## src/rtl/ccs_pkg.sv

```systemverilog
package ccs_pkg;

   localparam int CCS_FIELD_W = 3;
   localparam int CCS_CODE_W  = CCS_FIELD_W + 1;

   typedef struct packed {
      logic z;
      logic n;
      logic v;
      logic c;
   } ccs_flags_t;

   // Base tests, one per field value; the invert bit complements them.
   typedef enum logic [CCS_FIELD_W-1:0] {
      CF_ALWAYS = 3'd0,
      CF_UHI    = 3'd1,
      CF_CCLR   = 3'd2,
      CF_ZCLR   = 3'd3,
      CF_VCLR   = 3'd4,
      CF_NCLR   = 3'd5,
      CF_SGE    = 3'd6,
      CF_SGT    = 3'd7
   } ccs_field_e;

   function automatic logic [CCS_CODE_W-1:0] ccs_join_code(
      input logic [CCS_FIELD_W-1:0] field,
      input logic                   inv
   );
      return {field, inv};
   endfunction

endpackage

```

## src/rtl/ccs_cond_eval.sv

```systemverilog
module ccs_cond_eval
   import ccs_pkg::*;
#(
   parameter bit FLAT_DECODE = 1'b0
) (
   input  logic [CCS_CODE_W-1:0] code,
   input  ccs_flags_t            flags,
   output logic                  holds
);

   logic n_eq_v;
   assign n_eq_v = (flags.n == flags.v);

   generate
      if (FLAT_DECODE) begin : g_flat
         // All sixteen outcomes are decoded directly from the 4-bit code.
         always_comb begin
            unique case (code)
               4'b0000: holds = 1'b1;
               4'b0001: holds = 1'b0;
               4'b0010: holds = flags.c & ~flags.z;
               4'b0011: holds = ~flags.c | flags.z;
               4'b0100: holds = ~flags.c;
               4'b0101: holds = flags.c;
               4'b0110: holds = ~flags.z;
               4'b0111: holds = flags.z;
               4'b1000: holds = ~flags.v;
               4'b1001: holds = flags.v;
               4'b1010: holds = ~flags.n;
               4'b1011: holds = flags.n;
               4'b1100: holds = n_eq_v;
               4'b1101: holds = ~n_eq_v;
               4'b1110: holds = n_eq_v & ~flags.z;
               default: holds = ~n_eq_v | flags.z;
            endcase
         end
      end else begin : g_base_inv
         // Eight base tests picked by the field, then one XOR by the invert bit.
         logic base;
         always_comb begin
            unique case (code[CCS_CODE_W-1:1])
               CF_ALWAYS: base = 1'b1;
               CF_UHI:    base = flags.c & ~flags.z;
               CF_CCLR:   base = ~flags.c;
               CF_ZCLR:   base = ~flags.z;
               CF_VCLR:   base = ~flags.v;
               CF_NCLR:   base = ~flags.n;
               CF_SGE:    base = n_eq_v;
               default:   base = n_eq_v & ~flags.z;
            endcase
         end
         assign holds = base ^ code[0];
      end
   endgenerate

endmodule

```

## src/rtl/ccs_result_mux.sv

```systemverilog
module ccs_result_mux #(
   parameter int DATA_W = 32
) (
   input  logic              holds,
   input  logic [DATA_W-1:0] op_a,
   input  logic [DATA_W-1:0] op_b,
   output logic [DATA_W-1:0] set_word,
   output logic [DATA_W-1:0] sel_word
);

   localparam int PAD_W = DATA_W - 1;

   generate
      if (DATA_W < 2) begin : g_bad_width
         $error("ccs_result_mux: DATA_W must be at least 2");
      end
   endgenerate

   assign set_word = {{PAD_W{1'b0}}, holds};
   assign sel_word = holds ? op_a : op_b;

endmodule

```

## src/rtl/ccs_out_stage.sv

```systemverilog
module ccs_out_stage #(
   parameter int DATA_W = 32
) (
   input  logic              clk,
   input  logic              rst_n,
   input  logic              load,
   input  logic              holds,
   input  logic [DATA_W-1:0] set_word,
   input  logic [DATA_W-1:0] sel_word,
   output logic              valid_q,
   output logic              taken_q,
   output logic [DATA_W-1:0] set_q,
   output logic [DATA_W-1:0] sel_q
);

   always_ff @(posedge clk) begin
      if (!rst_n) begin
         valid_q <= 1'b0;
         taken_q <= 1'b0;
         set_q   <= '0;
         sel_q   <= '0;
      end else begin
         valid_q <= load;
         if (load) begin
            taken_q <= holds;
            set_q   <= set_word;
            sel_q   <= sel_word;
         end
      end
   end

   // one-cycle latency of the valid flag
   p_valid_follows_r10: assert property (@(posedge clk) disable iff (!rst_n)
      load |=> valid_q);
   p_idle_clears_r10: assert property (@(posedge clk) disable iff (!rst_n)
      !load |=> !valid_q);
   // results hold while idle
   p_idle_holds_r10: assert property (@(posedge clk) disable iff (!rst_n)
      !load |=> ($stable(taken_q) && $stable(set_q) && $stable(sel_q)));

endmodule

```

## src/rtl/cond_eval_select.sv

```systemverilog
module cond_eval_select
   import ccs_pkg::*;
#(
   parameter int DATA_W      = 32,
   parameter bit FLAT_DECODE = 1'b0
) (
   input  logic              clk,
   input  logic              rst_n,
   input  logic              in_valid,
   input  logic [2:0]        cond_field,
   input  logic              cond_inv,
   input  logic              flag_z,
   input  logic              flag_n,
   input  logic              flag_v,
   input  logic              flag_c,
   input  logic [DATA_W-1:0] op_a,
   input  logic [DATA_W-1:0] op_b,
   output logic              out_valid,
   output logic              taken,
   output logic [DATA_W-1:0] set_word,
   output logic [DATA_W-1:0] sel_word
);

   logic [CCS_CODE_W-1:0] code;
   ccs_flags_t            flags;
   logic                  holds;
   logic [DATA_W-1:0]     set_d;
   logic [DATA_W-1:0]     sel_d;

   assign code  = ccs_join_code(cond_field, cond_inv);
   assign flags = '{z: flag_z, n: flag_n, v: flag_v, c: flag_c};

   ccs_cond_eval #(
      .FLAT_DECODE(FLAT_DECODE)
   ) u_eval (
      .code  (code),
      .flags (flags),
      .holds (holds)
   );

   ccs_result_mux #(
      .DATA_W(DATA_W)
   ) u_mux (
      .holds    (holds),
      .op_a     (op_a),
      .op_b     (op_b),
      .set_word (set_d),
      .sel_word (sel_d)
   );

   ccs_out_stage #(
      .DATA_W(DATA_W)
   ) u_out (
      .clk      (clk),
      .rst_n    (rst_n),
      .load     (in_valid),
      .holds    (holds),
      .set_word (set_d),
      .sel_word (sel_d),
      .valid_q  (out_valid),
      .taken_q  (taken),
      .set_q    (set_word),
      .sel_q    (sel_word)
   );

   // set word is the zero-extended outcome
   p_set_zero_ext_r9: assert property (@(posedge clk) disable iff (!rst_n)
      out_valid |-> (set_word[DATA_W-1:1] == '0 && set_word[0] == taken));
   // select follows the registered outcome
   p_select_r8: assert property (@(posedge clk) disable iff (!rst_n)
      in_valid |=> (sel_word == (taken ? $past(op_a) : $past(op_b))));
   // constant codes
   p_const_r2: assert property (@(posedge clk) disable iff (!rst_n)
      (in_valid && cond_field == 3'd0) |=> (taken == !$past(cond_inv)));
   // equal test
   p_equal_r4: assert property (@(posedge clk) disable iff (!rst_n)
      (in_valid && cond_field == 3'd3 && cond_inv) |=> (taken == $past(flag_z)));
   // signed greater-or-equal
   p_sge_r6: assert property (@(posedge clk) disable iff (!rst_n)
      (in_valid && cond_field == 3'd6 && !cond_inv) |=>
         (taken == ($past(flag_n) == $past(flag_v))));
   // signed less-or-equal
   p_sle_r7: assert property (@(posedge clk) disable iff (!rst_n)
      (in_valid && cond_field == 3'd7 && cond_inv) |=>
         (taken == ($past(flag_z) || ($past(flag_n) != $past(flag_v)))));

endmodule

```

## config.mk

```make
export PLATFORM = sky130hd
export DESIGN_NAME = cond_eval_select
export DESIGN_NICKNAME = d
export VERILOG_FILES = /design/src/rtl/ccs_pkg.sv /design/src/rtl/ccs_cond_eval.sv /design/src/rtl/ccs_result_mux.sv /design/src/rtl/ccs_out_stage.sv /design/src/rtl/cond_eval_select.sv
export SDC_FILE = /design/constraint.sdc
export NUM_CORES = 1
export LEC_CHECK = 0
export BUFFER_PORTS_ARGS = -buffer_cell sky130_fd_sc_hd__buf_2
export CORE_AREA = 5 5 80 82
export DETAILED_ROUTE_END_ITERATION = 6
export DIE_AREA = 0 0 85 87
export PLACE_DENSITY = 0.8
export SLEW_MARGIN = 20
export SYNTH_ARGS = -nofsm -noshare
export SYNTH_HDL_FRONTEND = slang
export SYNTH_SLANG_ARGS = --single-unit
export TNS_END_PERCENT = 10
```

## constraint.sdc

```tcl
create_clock -name clk -period 3.7 [get_ports clk]
set_clock_uncertainty 0.2 [all_clocks]
set_input_delay 0.74 -clock clk [delete_from_list [all_inputs] [get_ports clk]]
set_output_delay 0.74 -clock clk [all_outputs]
set_load 0.05 [all_outputs]
```

==> results, run 1 <==
- The flow ran to the end, and the final reports show no timing, DRC or antenna violations.
- The floorplan step defined a core boundary enclosing 5680 sq um.
- The final core utilization is between 50% and 60%.
- Pin placement for this block handled around 140 I/O pins.
- The count of state elements after synthesis is 34.
- The worst hold slack is 291 ps.
- The critical path in this run is classified as input pin to flop.
- The data required time at the worst endpoint is ~3600 ps.
- The minimum setup slack after placement is slightly below 900 ps.
- The endpoint of the worst setup timing path is u_out.sel_q[14].
- The number of buffers added by the clock tree synthesis step is 5.
- The signal arrival time at the worst endpoint is ~2400 ps.
- Entering global routing, the biggest net connects 99 pins.
- The number of pins exceeding their max-slew limit in the final report came to 0.
- The delay of the slowest critical-path stage is 510 ps.
- The largest total area in the synthesized netlist belongs to dfxtp_1.
- The maximum number of buffers from clock root to sink is 2.
- After the first detailed-routing iteration, the DRC count stood at 63.
- The total DRC errors in the routed layout is 0.
- The most critical setup path has its startpoint at cond_field[0].
- The number of cell instances on the worst register-to-register path is 3.
- In this run the tightest slew margin relative to its limit is around 29%.
- The via count of the first global-routing pass was 2,064.
- The number of buffers inserted by post-CTS setup repair is 0.
- The number of nets still failing antenna checks after routing is 0.
- The final-report setup violation count is 0.
- In this run the worst path has a maximum fanout of 32.
- The count of flip-flops with a built-in enable after synthesis is 0.
- Summed over its instances, the top area cell type makes up between 20% and 30% of the synthesized netlist area.
- The average routed wire per standard cell is roughly 14 microns.
- The endpoint of the most critical register-to-register path is u_out.sel_q[14].
- Together, buffers and inverters on the worst path number 2.
- The synthesized netlist contains 28 unique library cells.
- The family with the most delay on the worst path is compound AO/OA/AOI/OAI gates.
- The worst path needs between 2000 and 2500 ps of the cycle, external delays included.
- The first global-routing pass estimated 9160 microns of wire.
- The root buffer cell is clkbuf_8.
- The count of mapped cells out of synthesis is roughly 240.
- The routability congestion estimate is around 0.76.
- Global routing consumed, over all layers together, approximately 15% of the routing resources.
- The starting density of the core is roughly 42%.
- In this run the critical register-to-register path is launched from u_out.sel_q[14].
- The fraction of the cycle the final worst path needs is between 60% and 70%.
- The number of hold buffers added after cts is 0.
- The min-delay analysis places its worst path in the category flop to flop.
- The number of rows in the core area is 28.
- The most used flip-flop cell after synthesis is dfxtp_1.
- By area the synthesized netlist is led by dfxtp_1, a2111oi_2, a211oi_2.
- The number of H-tree branching levels is 2.
- The vertical die dimension is 87 microns.
- For this design the static power due to leakage is 0.00123 uW.
- The share of post-route cells with drive strength above 1 is 53.6%.
- The final layout contains approximately 410 nets.
- The overall routed net length is between 5000 and 6000 microns.
- The detail-routed via count per cell is between 5 and 6.
- The total of cells resized after clock tree synthesis is 0.
- The HPWL after detailed placement is 4200 microns.
- The total of warnings raised by yosys is 0.
- The proportion of synthesized flip-flops having asynchronous set or reset is 0%.
- The number of antenna violations at the first check in global routing came to 0.
- The number of input and output port buffers inserted is 109.
- The clock drives 34 sinks.
- The peak clock frequency supported by timing is just over 400 MHz.
- 0 antenna diodes ended up in the layout.
- In the post-route analysis, the smallest setup slack over all paths is ~1200 ps.
- Setup repair after global routing left no endpoint under its margin.
- The transition time of the tightest slew-check pin is approximately 1100 ps.
- The mean area per synthesized cell is 9.96 sq um.
- The logic depth of the worst setup path including buffers is 7.
- In the layout the commonest cells are buf_2, dfxtp_1, nor2b_1, a21oi_1, conb_1.
- The detailed-route via count is around 2,100.
- Across the VDD grid, the largest voltage drop is around 0.00019 V.
- The number of max-cap violations is 0.
- Dividing total power by cell area gives a power density of ~430 nW/um^2.
- The critical path startpoint category is an input pin.
- Sequential cells were found to cover 28.4% of the synthesized design area.
- The area growth from synthesis to layout is 21.6%.
- The leading cell type in the layout, fill and taps excluded is buf_2.
- Traced cell by cell, the critical path runs through buf_2 -> or3_1 -> o2111ai_1 -> o21ba_2 -> buf_4 -> a2111oi_0 -> a211oi_1.
- After global routing the overflow that remains totals 0.
- TritonCTS built the clock tree.
- The floorplan step set the die width to roughly 85 microns.
- The library cell contributing the largest single delay on the critical path is a2111oi_0.
- Summing every instance area after synthesis gives 2400 sq um.
- The clock latency on the worst-skew pair is approximately 270 ps.
- Summing internal, switching and leakage power gives approximately 1300 uW.
- The die area is approximately 7400 sq um.
- Clock-pin slew was measured on the worst setup and hold paths at approximately 60 ps.
- Before antenna repair, the detailed router went through 4 iterations.
- The critical path endpoint category is a flop.
- The final count of hold timing violations is 0.
- Setup total negative slack on the finished layout was measured at 0 ps.
- The worst register-to-register path has a setup slack of between 2000 and 2500 ps.
==> tightest hold or removal path, stage by stage (launching register included) <==
cell and delay (ps):
dfxtp_1 320, nand3b_1 70, o21ai_1 60
==> per-layer routing <==
| metal | up-vias | global-route usage [%] | share of wire, % | wire (microns) |
|---|---|---|---|---|
| li1 | 1046 | - | - | - |
| met1 | 956 | 16.8 | 40 | 2280 |
| met2 | 92 | 26.7 | 49 | 2820 |
| met3 | 8 | 5.39 | 9.7 | 555 |
| met4 | 0 | 4.46 | 0.93 | 53 |
| met5 | - | 0 | 0 | 0 |
==> cells in the mapped netlist (all sizes together), types with 2 or more instances <==
cell type and n:
buf 43, nand2 3, inv 4, clkbuf 13, nor2b 32, a211oi 32
nand2b 2, dfxtp 34, a21oi 32, a2111oi 32
==> worst min-delay path by stage <==
stage,from,end,slack (ps),cells after the start
2_1_floorplan,u_out.taken_q,u_out.taken_q,510,2
3_3_place_gp,u_out.taken_q,u_out.taken_q,290,2
3_5_place_dp,u_out.taken_q,u_out.taken_q,280,2
4_1_cts,u_out.taken_q,u_out.taken_q,300,2
5_1_grt,u_out.taken_q,u_out.taken_q,330,2
6_report,u_out.taken_q,u_out.taken_q,290,2
==> stage by stage <==
step                std cells  area (sq um)
floorplan                 271          2510
global placement          404          2840
detailed placement        404          2840
CTS                       411          2920
global route              411          2920
finish                    411          2920
==> where the power goes <==
group          switching [uW]  leakage (uW)  total, uW  internal (uW)
Combinational             401      0.000906        574            173
Clock                     119     0.0000383        249            129
Sequential               18.8      0.000283        429            410
Total                     539       0.00123       1250            712
==> state kept, by name, summed over array words and instances, names as in the netlist <==
| signal | count |
|---|---|
| u_out.valid_q | 1 |
| u_out.taken_q | 1 |
| u_out.sel_q | 32 |
==> kinds of logic (layout without fill, tap and decap cells) <==
logic type	after synthesis	count (layout)	share of synthesized area, %
flip-flops	34	34	28.4
other	1	31	0.156
AO/OA/AOI/OAI	105	105	45.0
AND/OR/NAND/NOR	41	41	10.5
buffers and inverters	60	125	16.0
==> area by class of cell <==
cell class | instances | area [sq um]
clock buffers | 7 | 76.3
inverters | 4 | 15.0
fillers | 550 | 2760
flip-flops and latches | 34 | 681
well taps | 75 | 93.8
repair buffers | 114 | 586
multi-input cells | 177 | 1470
(Power assumes the default switching activity.)
==> inputs of run 2 (changes only) <==
- clock period: 3.7 -> 2.4 ns (I/O delays scaled with it)
==> run 2 against run 1 <==
Register-to-register slack worse by 1200 ps; global-route usage is 0.57 points higher; worst setup slack worse by 830 ps; clock power is 53% higher; final area is 3.2% higher; critical path depth stayed put; first-iteration DRC count is 22% lower; sequential cell count stayed put.
==> results, run 2 (synthesized netlist as in run 1, its figures left out) <==
- The standard cell core area is 5680 sq um (unchanged).
- The number of buffers inserted by post-CTS setup repair was 0 (unchanged).
- The clock-pin slew reported for the worst setup and hold paths after clock tree synthesis is 60 ps (about the same).
- The die area is 7400 sq um (unchanged).
- The maximum net fanout on the critical path is 33 (+3.1%).
- The delay of the slowest critical-path stage came to 390 ps (-120 ps).
- The number of sinks handled by clock tree synthesis is 34 (unchanged).
- The largest registers in the layout are u_out.sel_q: 32 flops, u_out.taken_q: 1 flops, u_out.valid_q: 1 flops.
- The total DRC errors in the routed layout is 0 (unchanged).
- The start of the worst register-to-register path is u_out.sel_q[14].
- The clock share of power came to 19.4% (-0.5 points).
- The final count of hold timing violations is 0 (unchanged).
- The path class of the tightest hold or removal check is input pin to flop.
- The iteration count of the initial detailed-routing pass is 4 (unchanged).
- The tree is rooted in a clkbuf_8.
- The share of post-route cells with drive strength above 1 is 54.1% (+0.55 points).
- The critical path startpoint category is an input pin.
- The worst setup path is captured at a flop.
- The total of cells resized after clock tree synthesis is 0 (unchanged).
- The via count of the first global-routing pass was 2,118 (+2.6%).
- The net load switching power is 836 uW (+55%).
- The largest net degree at the start of global routing is 48 (-52%).
- The data required time at the worst endpoint is 2390 ps (-1240 ps).
- The HPWL after detailed placement is 4430 microns (+5.5%).
- Tracing the worst setup path back leads to its startpoint at flag_v.
- The vertical die dimension was 87 microns (unchanged).
- The number of antenna violations at the first check in global routing is 0 (unchanged).
- Traced cell by cell, the critical path runs through buf_2 -> or3_1 -> o2111ai_1 -> o21ba_2 -> or2_2 -> buf_12 -> a211oi_1.
- The final-report setup violation count came to 0 (unchanged).
- The final core utilization is 53.0% (+1.6 points).
- The switching part of the total power came to 42.7% (-0.38 points).
- The most critical setup path has its endpoint at u_out.sel_q[16].
- The global-route total usage across every layer is 15.6% (+0.57 points).
- The number of pins exceeding their max-slew limit in the final report came to 0 (unchanged).
- The total congestion overflow is 0 (unchanged).
- The routed wire length on met3 came to 533 microns (-4.0%).
- The worst setup path is of the input pin to flop kind.
- The part of the total power dissipated in combinational logic is 46.8% (+1.0 points).
- The number of cell instances on the worst register-to-register path is 3 (unchanged).
- The flow ran to the end, and the final reports show no timing, DRC or antenna violations.
- The number of H-tree branching levels was 2 (unchanged).
- The number of buffers and inverters on the critical path is 2 (unchanged).
- The clock period minus final worst setup slack is between 2000 and 2500 ps.
- The wire length of the first global-routing pass is 9480 microns (+3.5%).
- The clock latency on the worst-skew pair is 270 ps (about the same).
- The signal arrival time at the worst endpoint is 2000 ps (-410 ps).
- In the finished design, the share of the clock period the worst path needs comes to between 80% and 90%.
- The final-layout fill cell count was 544 (-1.1%).
- The detailed-routing wirelength on met1 is 2310 microns (+1.4%).
- After detailed routing, no signal wire sits above met4.
- Timing would allow up to slightly below 500 MHz.
- The overall routed net length came to 5840 microns (+2.3%).
- For this design, the slowest cell found on the critical path is or3_1.
- The layout net count was 415 (+0.97%).
- Setup repair after global routing left no endpoint under its margin.
- The number of hold buffers added after cts is 0 (unchanged).
- Relative to the synthesized area, the layout overhead comes to 25.4%.
- Among cell families on the critical path, the largest total delay comes from simple AND/OR/NAND/NOR gates.
- u_out.sel_q holds more flip-flops than any other register.
- The accumulated negative setup slack is 0 ps (unchanged).
- The detail-routed via count per cell is 5.13 (+0.31%).
- The number of top-level design ports was 141 (unchanged).
- The library cells used most frequently in the layout, excluding fill and tap cells, are buf_2, dfxtp_1, nor2b_1, a21oi_1, conb_1.
- The starting density of the core is 42.3% (unchanged).
- The width of the chip is 85 microns (unchanged).
- The worst register-to-register path ends at u_out.sel_q[14].
- The number of input and output port buffers inserted came to 109 (unchanged).
- The leakage dissipation is 0.00127 uW (+3.3%).
- The logic depth of the worst setup path including buffers was 7 (unchanged).
- The leading cell type in the layout, fill and taps excluded is buf_2.
- The violation count after the first detailed-route iteration is 49 (-22%).
- The number of max-cap violations is 0 (unchanged).
- The detailed-route via count is 2,129 (+1.3%).
- The power per unit of standard cell area came to 650 nW/um^2 (+52%).
- The number of nets still failing antenna checks after routing came to 0 (unchanged).
- The routability congestion estimate is 0.779 (+1.8%).
- The worst ir drop on vdd is 0.000273 V (+44%).
- The flip-flop count of the largest register, all copies and words added was 32 (unchanged).
- The number of rows in the core area is 28 (unchanged).
- The number of buffers added by the clock tree synthesis step was 5 (unchanged).
- The worst reg-to-reg setup slack came to 1210 ps (-1190 ps).
- The maximum number of buffers from clock root to sink is 2 (unchanged).
- The average routed wire per standard cell was 14.1 microns (+1.3%).
- The routed length on met2 is 2970 microns (+5.3%).
- The design internal power is 1120 uW (+57%).
- The CTS tree is done.
- The part of the power in registers is 33.8% (-0.5 points).
- The diode insertion count for antenna repair is 0 (unchanged).
## run 2: cell types whose count changed in the layout (fill, tap and decap cells not counted)
cell    previous run  this run
buf_12             0         5
buf_4              6         5
## run 2: metrics by stage
| step | area, sq um | worst slack, ps | hold WS [ps] | std cells | power (uW) |
|---|---|---|---|---|---|
| 2_1_floorplan | 2510 | 303 | 397 | 271 | 1430 |
| 3_3_place_gp | 2930 | 118 | 271 | 408 | 1580 |
| 3_5_place_dp | 2930 | 85.5 | 292 | 408 | 1590 |
| 4_1_cts | 3010 | 385 | 226 | 415 | 1990 |
| 5_1_grt | 3010 | 325 | 236 | 415 | 2080 |
| 6_report | 3010 | 389 | 240 | 415 | 1960 |
## run 2: area by class of cell
class                           instances  area (sq um)  area share (%)
Clock buffer                            7          76.3            2.54
Inverter                                4          15.0           0.499
Timing Repair Buffer                  118           678            22.5
Multi-Input combinational cell        177          1470            48.7
Tap cell                               75          93.8            3.12
Sequential cell                        34           681            22.6
## run 2: worst min path at each step
stage                          endpoint  cells after the start  slack (ps)          start
after floorplan           u_out.valid_q                      2         400          rst_n
after global placement    u_out.taken_q                      2         270  u_out.taken_q
after detailed placement  u_out.taken_q                      2         290  u_out.taken_q
after CTS                 u_out.valid_q                      3         230          rst_n
after global routing      u_out.valid_q                      3         240          rst_n
final                     u_out.valid_q                      3         240          rst_n
## run 2: per-layer routing
layer | track usage [%] | vias to the layer above
li1 | - | 1055
met1 | 17.7 | 986
met2 | 27.8 | 86
met3 | 5.39 | 2
met4 | 4.17 | 0
met5 | 0 | -
## run 2: tightest hold or removal path: stages
cell	delay (ps)
buf_2	100
nand2_1	60
inv_1	40
## run 2: power groups by stage
| stage | combinational [uW] | sequential [uW] | clock, uW |
|---|---|---|---|
| finish | 916 | 661 | 380 |
| detailed placement | 921 | 672 | 0 |
| CTS | 922 | 662 | 402 |
| global route | 974 | 671 | 437 |
| floorplan | 521 | 905 | 0 |
| global placement | 906 | 672 | 0 |
==> inputs of run 3 (changes only) <==
- clock period: 2.4 -> 2.1 ns (I/O delays scaled with it)
==> run 3 against run 2 <==
Clock power grew 29%; combinational power grew 16%; global-route usage shrank 0.83 points; sequential share of layout area shrank 0.37 points; final cell count grew 0.96%; final area grew 1.7%; sequential cell count is the same; power grew 18%; critical path depth is the same; largest power group unchanged.
==> results, run 3 (synthesized netlist as in run 1, its figures left out) <==
- The tightest min-delay check is of the input pin to flop type.
- TritonCTS built the clock tree.
- The largest registers in the layout are u_out.sel_q: 32 flops, u_out.taken_q: 1 flops, u_out.valid_q: 1 flops.
- The iteration count of the initial detailed-routing pass came to 4 (unchanged).
- The violation count after the first detailed-route iteration is 60 (+22%).
- The average routed wire per standard cell came to 13.5 microns (-4.0%).
- The number of buffers added by the clock tree synthesis step is 5 (unchanged).
- The run finished with clean final reports.
- The die area is 7400 sq um (unchanged).
- The via count of the first global-routing pass is 2,013 (-5.0%).
- Timing would allow up to 503 MHz.
- The number of cell instances on the worst register-to-register path is 3 (unchanged).
- The wire length of the first global-routing pass is 9070 microns (-4.4%).
- The total of cells resized after clock tree synthesis was 0 (unchanged).
- Ranked by flip-flop count, first place goes to u_out.sel_q.
- The number of top-level design ports is 141 (unchanged).
- The detailed-route via count is 2,122 (-0.33%).
- The number of H-tree branching levels is 2 (unchanged).
- The maximum number of buffers from clock root to sink is 2 (unchanged).
- The number of max-cap violations is 0 (unchanged).
- The number of antenna violations at the first check in global routing is 0 (unchanged).
- The final core utilization is 53.9% (+0.88 points).
- The detail-routed via count per cell came to 5.06 (-1.3%).
- The data required time at the worst endpoint is 2040 ps (-350 ps).
- The standard cell core area came to 5680 sq um (unchanged).
- The tree is rooted in a clkbuf_8.
- Compared with the post-synthesis result, the final layout area differs by 27.5%.
- The routability congestion estimate is 0.772 (-0.83%).
- The number of pins exceeding their max-slew limit in the final report is 0 (unchanged).
- The number of nets still failing antenna checks after routing was 0 (unchanged).
- The layout net count is 418 (+0.72%).
- The minimum setup slack after placement is -182 ps (-267 ps).
- The starting density of the core is 42.3% (unchanged).
- The clock latency on the worst-skew pair was 280 ps (about the same).
- The final count of hold timing violations was 0 (unchanged).
- The number of rows in the core area is 28 (unchanged).
- Setup repair after global routing left no endpoint under its margin.
- The vertical die dimension was 87 microns (unchanged).
- The flip-flop count of the largest register, all copies and words added is 32 (unchanged).
- The worst ir drop on vdd is 0.000373 V (+36%).
- The width of the chip came to 85 microns (unchanged).
- The number of input and output port buffers inserted is 109 (unchanged).
- The critical path startpoint category is an input pin.
- The leakage dissipation is 0.00130 uW (+2.3%).
- The global-route total usage across every layer is 14.7% (-0.83 points).
- By startpoint and endpoint, the worst setup path is classified as input pin to flop.
- The number of sinks handled by clock tree synthesis is 34 (unchanged).
- The smallest setup slack after layout is 114 ps (-275 ps).
- The power per unit of standard cell area is 752 nW/um^2 (+16%).
- The fraction of the cycle the final worst path needs is ~95%.
- The clock-pin slew reported for the worst setup and hold paths after clock tree synthesis is 60 ps (about the same).
- The HPWL after detailed placement came to 4450 microns (+0.37%).
- The number of buffers inserted by post-CTS setup repair is 0 (unchanged).
- The critical path endpoint category is a flop.
- The number of hold buffers added after cts is 0 (unchanged).
- The total congestion overflow is 0 (unchanged).
- The total DRC errors in the routed layout came to 0 (unchanged).
- The largest net degree at the start of global routing is 44 (-8.3%).
- In the layout the commonest cells are buf_2, dfxtp_1, nor2b_1, a21oi_1, conb_1.
- The overall routed net length is 5660 microns (-3.0%).
- The maximum net fanout on the critical path is 21 (-36%).
- The final-layout fill cell count is 528 (-2.9%).
- The diode insertion count for antenna repair is 0 (unchanged).
- The leading cell type in the layout, fill and taps excluded is buf_2.
- The final-report setup violation count is 0 (unchanged).
- The share of post-route cells with drive strength above 1 is 54.9% (+0.82 points).
- The signal arrival time at the worst endpoint is 1930 ps (-70 ps).
- For the finished layout, the period the worst path requires is between 1500 and 2000 ps.
- The depth of the worst hold-timing path is 3 (unchanged).
## run 3: changes by cell type in the layout (fill, tap and decap cells not counted), sizes merged
| cell | change |
|---|---|
| clkinv | +1 |
| buf | +3 |
## run 3: layout make-up
type / count / area [sq um] / area share, %
multi-input cells: 177 / 1470 / 47.9
clock inverters: 1 / 5.00 / 0.164
clock buffers: 7 / 86.3 / 2.82
well taps: 75 / 93.8 / 3.07
flip-flops and latches: 34 / 681 / 22.2
inverters: 4 / 15.0 / 0.491
repair buffers: 121 / 713 / 23.3
## run 3: worst max-delay path, cell delays in order
cell	delay [ps]
buf_2	110
or3_1	380
o2111ai_1	100
o21ba_2	210
buf_12	170
a2111oi_0	420
a211oi_1	90
## run 3: through the flow
stage | cell area (sq um) | power (uW) | setup TNS, ps | hold WS [ps] | cells
after floorplan | 2510 | 1630 | 0 | 337 | 271
after global placement | 2970 | 1820 | -2090 | 270 | 411
after detailed placement | 2970 | 1830 | -3110 | 278 | 411
after CTS | 3060 | 2330 | 0 | 180 | 419
after global routing | 3060 | 2430 | 0 | 202 | 419
final | 3060 | 2300 | 0 | 189 | 419
## run 3: worst paths after layout
kind,end,slack [ps],startpoint
max,u_out.sel_q[14],110,flag_v
min reg2reg,u_out.taken_q,280,u_out.taken_q
min,u_out.valid_q,190,rst_n
max reg2reg,u_out.sel_q[14],880,u_out.sel_q[14]
## run 3: power breakdown
part           internal (uW)  leakage, uW  switching, uW
combinational            343     0.000966            715
clock                    264    0.0000482            224
sequential               722     0.000283           32.3
## run 3: layer usage
metal | up-vias | global-route usage [%] | routed length (microns)
met5 | - | 0 | 0
met4 | 0 | 3.45 | 48
met3 | 5 | 4.45 | 547
met2 | 85 | 25.8 | 2800
met1 | 960 | 17.7 | 2260
li1 | 1072 | - | -
